===== config.mk =====
export PLATFORM = sky130hd
export DESIGN_NAME = eowp_poller
export DESIGN_NICKNAME = d
export VERILOG_FILES = /design/src/rtl/eowp_pkg.sv /design/src/rtl/eowp_classify.sv /design/src/rtl/eowp_poll_count.sv /design/src/rtl/eowp_settle.sv /design/src/rtl/eowp_poller.sv
export SDC_FILE = /design/constraint.sdc
export NUM_CORES = 1
export LEC_CHECK = 0
export BUFFER_PORTS_ARGS = -buffer_cell sky130_fd_sc_hd__buf_2
export CELL_PAD_IN_SITES_DETAIL_PLACEMENT = 1
export CELL_PAD_IN_SITES_GLOBAL_PLACEMENT = 1
export CORE_MARGIN = 2
export CORE_UTILIZATION = 35
export DETAILED_ROUTE_END_ITERATION = 10
export PLACE_DENSITY = 0.86
export SLEW_MARGIN = 20
export SYNTH_ARGS = -nofsm -noshare
export SYNTH_HDL_FRONTEND = slang
export SYNTH_SLANG_ARGS = --single-unit

===== constraint.sdc =====
create_clock -name clk -period 2 [get_ports clk]
set_clock_uncertainty 0.05 [all_clocks]
set_input_delay 0 -clock clk [delete_from_list [all_inputs] [get_ports clk]]
set_output_delay 0 -clock clk [all_outputs]
set_load 0.01 [all_outputs]

===== src/rtl/eowp_pkg.sv =====
// Shared types for the end-of-write poller.
package eowp_pkg;

    // Controller states: idle, a read in flight, settle delay before confirming.
    typedef enum logic [1:0] {
        ST_IDLE   = 2'd0,
        ST_READ   = 2'd1,
        ST_SETTLE = 2'd2
    } eowp_state_e;

    // Rule used to judge a returned status byte.
    typedef enum logic {
        MODE_DATA   = 1'b0,
        MODE_TOGGLE = 1'b1
    } eowp_mode_e;

endpackage


===== src/rtl/eowp_classify.sv =====
// Judges one returned status byte.
// Data mode: bit 7 must equal the true bit 7 of the last loaded byte.
// Toggle mode: bit 6 must equal bit 6 of the previous read; with no
// previous read in this operation the byte never looks complete.
// Assumes: purely combinational, inputs valid in the acknowledge cycle.
module eowp_classify
    import eowp_pkg::*;
(
    input  eowp_mode_e  mode,
    input  logic        true_b7,
    input  logic [7:0]  rd_data,
    input  logic        has_prev,
    input  logic        prev_b6,
    output logic        looks_done
);

    // Select the comparison for the active polling rule.
    always_comb begin
        if (mode == MODE_TOGGLE) begin
            looks_done = has_prev && (rd_data[6] == prev_b6);
        end else begin
            looks_done = (rd_data[7] == true_b7);
        end
    end

endmodule


===== src/rtl/eowp_poll_count.sv =====
// Counts completed reads of one operation and flags the read that
// would be the last one allowed.
// Assumes: MAX_POLLS >= 1; clr and inc never assert together.
module eowp_poll_count #(
    parameter int MAX_POLLS = 100000
) (
    input  logic clk,
    input  logic rst_n,
    input  logic clr,
    input  logic inc,
    output logic last_read
);

    localparam int CW = $clog2(MAX_POLLS + 1);
    localparam logic [CW-1:0] LAST = CW'(MAX_POLLS - 1);

    logic [CW-1:0] cnt_q;

    // Track how many reads have been acknowledged since start.
    always_ff @(posedge clk) begin
        if (!rst_n) begin
            cnt_q <= '0;
        end else if (clr) begin
            cnt_q <= '0;
        end else if (inc) begin
            cnt_q <= cnt_q + 1'b1;
        end
    end

    assign last_read = (cnt_q == LAST);

endmodule


===== src/rtl/eowp_settle.sv =====
// Down-counter that spaces the detecting read from the first confirming
// read. After load, expire is high in the SETTLE_CYC-th following cycle.
// Assumes: SETTLE_CYC >= 1.
module eowp_settle #(
    parameter int SETTLE_CYC = 100
) (
    input  logic clk,
    input  logic rst_n,
    input  logic load,
    output logic expire
);

    localparam int SW = (SETTLE_CYC > 1) ? $clog2(SETTLE_CYC) : 1;
    localparam logic [SW-1:0] START = SW'(SETTLE_CYC - 1);

    logic [SW-1:0] rem_q;

    // Reload on detection, then count down to zero and hold.
    always_ff @(posedge clk) begin
        if (!rst_n) begin
            rem_q <= '0;
        end else if (load) begin
            rem_q <= START;
        end else if (rem_q != '0) begin
            rem_q <= rem_q - 1'b1;
        end
    end

    assign expire = (rem_q == '0);

endmodule


===== src/rtl/eowp_poller.sv =====
// End-of-write status poller (top).
// Repeatedly reads the last loaded address after a page write or chip
// erase, detects completion by data polling or toggle bit, confirms it
// with two further reads (the first held back by a settle delay), and
// reports done or a timeout. Outputs hold until the next accepted start.
// Assumes: the memory answers each request with one rd_ack_i pulse and
// drops no request; SETTLE_CYC >= 1; MAX_POLLS >= 1.
module eowp_poller
    import eowp_pkg::*;
#(
    parameter int AW         = 17,
    parameter int MAX_POLLS  = 100000,
    parameter int SETTLE_CYC = 100
) (
    input  logic          clk,
    input  logic          rst_n,
    input  logic          start_i,
    input  logic          erase_i,
    input  logic          use_toggle_i,
    input  logic [AW-1:0] addr_i,
    input  logic [7:0]    data_i,
    output logic          rd_req_o,
    output logic [AW-1:0] rd_addr_o,
    input  logic          rd_ack_i,
    input  logic [7:0]    rd_data_i,
    output logic          busy_o,
    output logic          done_o,
    output logic          timeout_o
);

    eowp_state_e   state_q;
    eowp_mode_e    mode_q;
    logic [AW-1:0] addr_q;
    logic          b7_q;
    logic [1:0]    conf_left_q;
    logic          has_prev_q;
    logic          prev_b6_q;
    logic          done_q;
    logic          tout_q;

    logic          looks_done;
    logic          last_read;
    logic          settle_expire;
    logic          accept;
    logic          got_read;
    logic          detect;
    logic          confirmed;

    assign accept    = (state_q == ST_IDLE) && start_i;
    assign got_read  = (state_q == ST_READ) && rd_ack_i;
    assign detect    = got_read && (conf_left_q == 2'd0) && looks_done;
    assign confirmed = got_read && (conf_left_q == 2'd1) && looks_done;

    eowp_classify u_classify (
        .mode       (mode_q),
        .true_b7    (b7_q),
        .rd_data    (rd_data_i),
        .has_prev   (has_prev_q),
        .prev_b6    (prev_b6_q),
        .looks_done (looks_done)
    );

    eowp_poll_count #(.MAX_POLLS(MAX_POLLS)) u_count (
        .clk       (clk),
        .rst_n     (rst_n),
        .clr       (accept),
        .inc       (got_read),
        .last_read (last_read)
    );

    eowp_settle #(.SETTLE_CYC(SETTLE_CYC)) u_settle (
        .clk    (clk),
        .rst_n  (rst_n),
        .load   (detect),
        .expire (settle_expire)
    );

    // Sequence the operation: latch on start, judge each read, settle, finish.
    always_ff @(posedge clk) begin
        if (!rst_n) begin
            state_q     <= ST_IDLE;
            mode_q      <= MODE_DATA;
            addr_q      <= '0;
            b7_q        <= 1'b0;
            conf_left_q <= 2'd0;
            has_prev_q  <= 1'b0;
            prev_b6_q   <= 1'b0;
            done_q      <= 1'b0;
            tout_q      <= 1'b0;
        end else begin
            case (state_q)
                ST_IDLE: begin
                    if (start_i) begin
                        addr_q      <= addr_i;
                        b7_q        <= data_i[7];
                        mode_q      <= (erase_i || use_toggle_i) ? MODE_TOGGLE : MODE_DATA;
                        conf_left_q <= 2'd0;
                        has_prev_q  <= 1'b0;
                        done_q      <= 1'b0;
                        tout_q      <= 1'b0;
                        state_q     <= ST_READ;
                    end
                end
                ST_READ: begin
                    if (rd_ack_i) begin
                        has_prev_q <= 1'b1;
                        prev_b6_q  <= rd_data_i[6];
                        if (confirmed) begin
                            done_q  <= 1'b1;
                            state_q <= ST_IDLE;
                        end else if (last_read) begin
                            tout_q  <= 1'b1;
                            state_q <= ST_IDLE;
                        end else if (detect) begin
                            conf_left_q <= 2'd2;
                            state_q     <= ST_SETTLE;
                        end else if (looks_done) begin
                            conf_left_q <= 2'd1;
                        end else begin
                            conf_left_q <= 2'd0;
                        end
                    end
                end
                ST_SETTLE: begin
                    if (settle_expire) begin
                        state_q <= ST_READ;
                    end
                end
                default: state_q <= ST_IDLE;
            endcase
        end
    end

    assign rd_req_o  = (state_q == ST_READ);
    assign rd_addr_o = addr_q;
    assign busy_o    = (state_q != ST_IDLE);
    assign done_o    = done_q;
    assign timeout_o = tout_q;

endmodule


==> impl_results.md, run 1 <==
* Area growth from synthesis to layout at 31.0%
* Vias in the first global route at 2,574
* DRT Wirelength at 7170 um
* GRT overflow at 0
* Max Root-Sink Buffers at 2
* Filler instances at 763
* Die ar. at 7340 sq um
* ANT cells at 0
* Total GRT Usage at 0.205
* Overall die width at 85.7 um
* CTS tree: built
* Share of layout cells above drive strength 1 at 0.222
* Multiplexer area fraction after synthesis at 0
* Worst setup EP type: flip-flop
* Required time of the critical path at 2210 ps
* Slew Limit Fails at 0
* Worst skew pair latency at 320 ps
* Share of flip-flops with an asynchronous set or reset at 0
* Total negative slack at 0 ps
* Post-synth EDFFs at 0
* Rel. slew slack at 0.682
* First-pass GRT wire length at 12,000 um
* DR DRC count at 0
* Worst Hold Class: input port to flip-flop
* Critical path fanouts, max at 6
* Initial antenna violation count at 0
* Rows at 29
* Ys Warns at 0
* Max stage delay on crit path at 570 ps
* CP dominant cell by count: or4_1
* Wire per inst at 16.6 um
* Syn Area/Cell at 8.42 sq um
* CP arrival at 2110 ps
* Htree depth at 2
* Clock slew at reported path FFs at 110 ps
* Post-Synth XOR/XNOR Area at 0.0488
* Chip Height at 85.7 um
* HPWL Detailed at 4420 um
* Simple-gate area share of the yosys netlist at 0.263
* # nets final at 397
* Sink Count at 51
* Core area at 6390 sq um
* Root buffer cell: clkbuf_8
* Most used DFF post-synth: dfxtp_1
* Leakage at 0.00123 uW
* Via count at 2,310
* Drt initial violations at 81
* Fmax at 0.525 GHz
* Peak supply drop at 0.000564 V
* RSZ-0062 raised after global routing: no
* Cell Pwr Density at 840 nW/um^2
* Synth Area in Adders at 0.0161
* CP cell instances: nand3b_4 -> or4_1 -> buf_4 -> or4_1 -> nand2_1
* Gate count after technology mapping at 277
* Ports at 60
* Final ANT Viol Nets at 0
* CP Class: flip-flop to flip-flop
* Final Worst Setup Slack at 94.8 ps
* Routability cong. at 0.803
* Period utilization at 0.953
* Synth Area in Compound Gates at 0.196
* Synth Register Bits at 51
* Worst setup SP type: flip-flop
* Synth Net Count at 319
* Final setup viols at 0
* Slew @ Worst Pin at 476 ps
* Minimum clock period at 1910 ps
* # Post-CTS Setup Buffers at 0
* Largest net degree at the start of global routing at 22
* Max-cap viol count at 0
* Crit-path slowest cell: or4_1
* Fin. Hold Viols at 0
* Initial Utilization at 0.365
* CTS buffer count at 5
* Number of port buffers at 46
* Synth Cell Area at 2330 sq um
* Post-Place Setup Slack at 54.3 ps
* Vias per cell at 5.33
* Register area share after synthesis at 0.438
* Distinct cells, synth at 48
* DR pass1 iterations at 4
* Largest family of logic cells by synthesized area: simple AND/OR/NAND/NOR gates
* Outcome: finished clean
[registers in the layout, summed over array words and instances, names as in the netlist]
signal          count
b7_q                1
conf_left_q         2
done_o              1
has_prev_q          1
mode_q              1
prev_b6_q           1
rd_addr_o          17
state_q             2
timeout_o           1
u_count.cnt_q      17
u_settle.rem_q      7
[metrics by stage]
step	util	hold WS, ps	total power (uW)	instance area (sq um)	std cells
finish	0.479	53.8	2570	3060	433
global route	0.479	61.8	2720	3060	433
CTS	0.478	42.2	2570	3050	433
detailed placement	0.428	211	1890	2730	403
global placement	0.428	200	1840	2730	403
floorplan	-	55.5	1670	2330	277
[worst paths after layout]
kind                             startpoint                        endpoint  slack [ps]  cells after the start
setup / recovery    state_q[1]$_SDFFE_PN0P_  u_count.cnt_q[13]$_SDFFE_PP0P_          90                      5
hold / removal                        rst_n  u_settle.rem_q[0]$_SDFFE_PN0P_          50                      2
setup reg to reg    state_q[1]$_SDFFE_PN0P_  u_count.cnt_q[13]$_SDFFE_PP0P_          90                      5
hold reg to reg   rd_addr_o[0]$_SDFFE_PN0P_       rd_addr_o[0]$_SDFFE_PN0P_         420                      2
[cells by family after synthesis]
group	count (synthesis)
DFF	51
AOI/OAI and AO/OA	66
buffers and inverters	21
xor gates and xnor gates	13
and+or+nand+nor	123
adders and majority gates	3
[Yosys cell counts, types with 2 or more instances]
cell,n,area share
nand2_1,57,0.092
dfxtp_1,51,0.44
a21boi_0,20,0.064
nor2_1,17,0.027
a21oi_1,15,0.032
clkbuf_1,11,0.018
xnor2_1,10,0.038
nor3_1,9,0.019
inv_1,6,0.0097
o21ai_0,6,0.013
or4_1,6,0.019
o21a_1,5,0.016
or3_1,5,0.013
nand3_1,4,0.0086
nand4_1,4,0.011
a31oi_1,3,0.0080
buf_2,3,0.0064
ha_1,3,0.016
nor2b_1,3,0.0080
xor2_1,3,0.011
and2_1,2,0.0054
and4_1,2,0.0075
nand2b_1,2,0.0054
nor3b_1,2,0.0064
nor4b_1,2,0.0075
o21bai_1,2,0.0064
o31a_1,2,0.0075
o31ai_1,2,0.0064
[repair_timing]
action | CTS | global route
gates resized for setup | 0 | 2
hold buffers | 22 | 0
hold endpoints to repair | 21 | 0
endpoints found under the setup margin | 0 | 3
[per-layer routing]
layer,share of wire,up-vias,GRT usage
met3,0.039,14,0.0452
li1,-,1129,-
met2,0.53,55,0.371
met1,0.41,1112,0.229
met4,0.021,0,0.0938
met5,0,-,0
[where the power goes]
part	total (uW)	switching (uW)	internal [uW]
registers	1210	98.7	1110
logic	707	380	326
clock network	650	366	283
[worst max-delay path: cells and delay by family, from the launching register on]
kind	cells	cell delay, ps
buffers and inverters	1	190
flip-flops	1	320
AND/OR/NAND/NOR	4	1280
[layout by cell type, fill, tap and decap left out, types with 2 or more instances in the layout]
cell / instances
dfxtp_1: 51
o31a_1: 2
dlygate4sd3_1: 22
o21ai_0: 6
nand3_1: 4
inv_1: 6
buf_2: 46
or4_1: 5
or3_1: 5
ha_1: 2
nand2b_1: 2
nor2_1: 17
nor2b_1: 3
nand4_1: 4
a21boi_0: 20
clkbuf_8: 6
buf_4: 18
a21oi_1: 15
and2_1: 2
nand2_1: 57
o21bai_1: 2
and4_1: 2
o31ai_1: 2
xor2_1: 3
xnor2_1: 10
nor4b_1: 2
nor3_1: 9
a31oi_1: 3
o21a_1: 5
[layout make-up]
cell class              count  area [sq um]  area share
multi-input cells         205          1230       0.403
flip-flops and latches     51          1020       0.334
repair buffers             86           586       0.191
well taps                  77          96.3      0.0315
clock buffers               6          82.6      0.0270
inverters                   6          22.5     0.00736
clock inverters             2          16.3     0.00532
Power figures use the tool's default switching activity.
==> run 2: changes to the inputs <==
Settings changed: CORE_MARGIN 2 to unset.
==> run 2 against run 1 <==
  * Largest cell class unchanged
  * Fmax down 0.71%
  * Worst setup slack worse by 14 ps
  * Cell area is 1.1% lower
  * Cell count decreased by 0.46%
  * Non-clock buffer count decreased by 2
==> impl_results.md, run 2 (same netlist as run 1, synthesis figures left out) <==
* Outcome: finished clean
* Initial Utilization at 0.365 (unchanged)
* DR pass1 iterations at 4 (unchanged)
* Wire per inst at 16.0 um (-3.3%)
* CP startpoint: rd_ack_i
* Worst setup EP type: flip-flop
* Largest net degree at the start of global routing at 24 (+9.1%)
* Vias in the first global route at 2,428 (-5.7%)
* Fin. Hold Viols at 0 (unchanged)
* GR met3 Demand/Resource at 0.0603 (+0.0151)
* Final ANT Viol Nets at 0 (unchanged)
* Final core utilization at 0.474 (-0.00509)
* Worst reg2reg startpoint: u_count.cnt_q[0]$_SDFFE_PP0P_
* Tot Pwr at 2480 uW (-3.5%)
* DRT Wirelength at 6900 um (-3.8%)
* Htree depth at 2 (unchanged)
* Final setup viols at 0 (unchanged)
* Met1 usage at 0.227 (-0.00211)
* M2 GR Usage at 0.372 (+0.00103)
* Sequential Area at 1020 sq um (unchanged)
* GRT overflow at 0 (unchanged)
* Share of layout cells above drive strength 1 at 0.212 (-0.0100)
* Period utilization at 0.959 (+0.00677)
* Chip Height at 83.7 um (-2.3%)
* HPWL Detailed at 4250 um (-4.0%)
* CP arrival at 2130 ps (+20 ps)
* Clock slew at reported path FFs at 90 ps (-20 ps)
* # nets final at 395 (-0.50%)
* Busiest grt layer: met2
* Final instance area at 3030 sq um (-1.1%)
* Final Non-Filler Cells at 431 (-0.46%)
* Number of port buffers at 46 (unchanged)
* Vias per cell at 5.37 (+0.68%)
* Root buffer cell: clkbuf_8
* Placed cells at 401 (-0.50%)
* Rows at 29 (unchanged)
* Max Root-Sink Buffers at 2 (unchanged)
* Peak supply drop at 0.000463 V (-18%)
* Multi-input gate area in the final layout at 1230 sq um (unchanged)
* # Post-CTS Setup Buffers at 0 (unchanged)
* Cell Pwr Density at 819 nW/um^2 (-2.5%)
* CTS buffer count at 5 (unchanged)
* Via count at 2,315 (+0.22%)
* Initial antenna violation count at 0 (unchanged)
* Filler instances at 761 (-0.26%)
* HP Start: rst_n
* Core area at 6390 sq um (unchanged)
* Die ar. at 7000 sq um (-4.6%)
* Drt initial violations at 93 (+15%)
* Most frequent cells in the layout: nand2_1 (57), dfxtp_1 (51), buf_2 (46), dlygate4sd3_1 (22), a21boi_0 (20)
* Area growth from synthesis to layout at 29.7%
* Fmax at 0.521 GHz (-0.71%)
* Minimum clock period at 1920 ps (+13.5 ps)
* Required time of the critical path at 2210 ps (about the same)
* Total GRT Usage at 0.207 (+0.00159)
* Rel. slew slack at 0.527 (-0.155)
* Routability cong. at 0.831 (+3.5%)
* First-pass GRT wire length at 11,700 um (-2.4%)
* CTS tree: built
* Slew @ Worst Pin at 700 ps (+224 ps)
* DR DRC count at 0 (unchanged)
* Worst Hold Class: input port to flip-flop
* Leakage at 0.00122 uW (-1.2%)
* Worst setup SP type: input port
* ANT cells at 0 (unchanged)
* DP Area at 2720 sq um (-0.55%)
* Final Worst Setup Slack at 81.3 ps (-13.5 ps)
* Slew Limit Fails at 0 (unchanged)
* Overall die width at 83.7 um (-2.3%)
* Ports at 60 (unchanged)
* Post-Place Setup Slack at 57.7 ps (+3.39 ps)
* Worst skew pair latency at 300 ps (-20 ps)
* Critical path fanouts, max at 6 (unchanged)
* CP Class: input port to flip-flop
* Max-cap viol count at 0 (unchanged)
* Commonest non-fill, non-tap cell in the layout: nand2_1
* Sink Count at 51 (unchanged)
-- run 2: area by class of cell --
cell class | count | share of cell area
multi-input cells | 205 | 0.408
repair buffers | 84 | 0.189
clock buffers | 7 | 0.0252
clock inverters | 1 | 0.00165
well taps | 77 | 0.0318
flip-flops and latches | 51 | 0.337
inverters | 6 | 0.00744
-- run 2: stage by stage --
step / setup TNS [ps] / hold slack, ps
after detailed placement: 0 / 213
after global routing: -18.6 / 70.3
after global placement: 0 / 199
after CTS: 0 / 53.8
after floorplan: 0 / 55.5
final: 0 / 62.4
-- run 2: what timing repair did --
action,4_1_cts,5_1_grt
gates resized for setup,0,2
hold buffers,22,0
endpoints found under the hold margin,21,0
endpoints found under the setup margin,0,3
-- run 2: routing by layer --
metal,routed length (um),share of wire
met1,2850,0.41
met2,3480,0.50
met5,0,0
met3,379,0.055
met4,184,0.027
-- run 2: path summary, 6_finish.rpt --
path	endpoint	slack (ps)	cells after the start
worst max register to register	u_count.cnt_q[16]$_SDFFE_PP0P_	80	5
worst min register to register	rd_addr_o[1]$_SDFFE_PN0P_	420	2
worst max-delay path	u_count.cnt_q[13]$_SDFFE_PP0P_	80	7
worst min-delay path	state_q[0]$_SDFFE_PN0P_	60	3
-- run 2: power by group --
| group | internal (uW) | total (uW) | switching, uW | leakage [uW] |
|---|---|---|---|---|
| clock network | 247 | 581 | 334 | 0.0000422 |
| logic | 315 | 696 | 381 | 0.000759 |
| registers | 1110 | 1200 | 89.0 | 0.000416 |
| total | 1670 | 2480 | 804 | 0.00122 |
-- run 2: critical path, cell delays in order --
cell	delay, ps
dlygate4sd3_1	530
buf_2	180
nand3b_4	110
or4_1	580
buf_4	190
or4_1	460
nand2_1	70
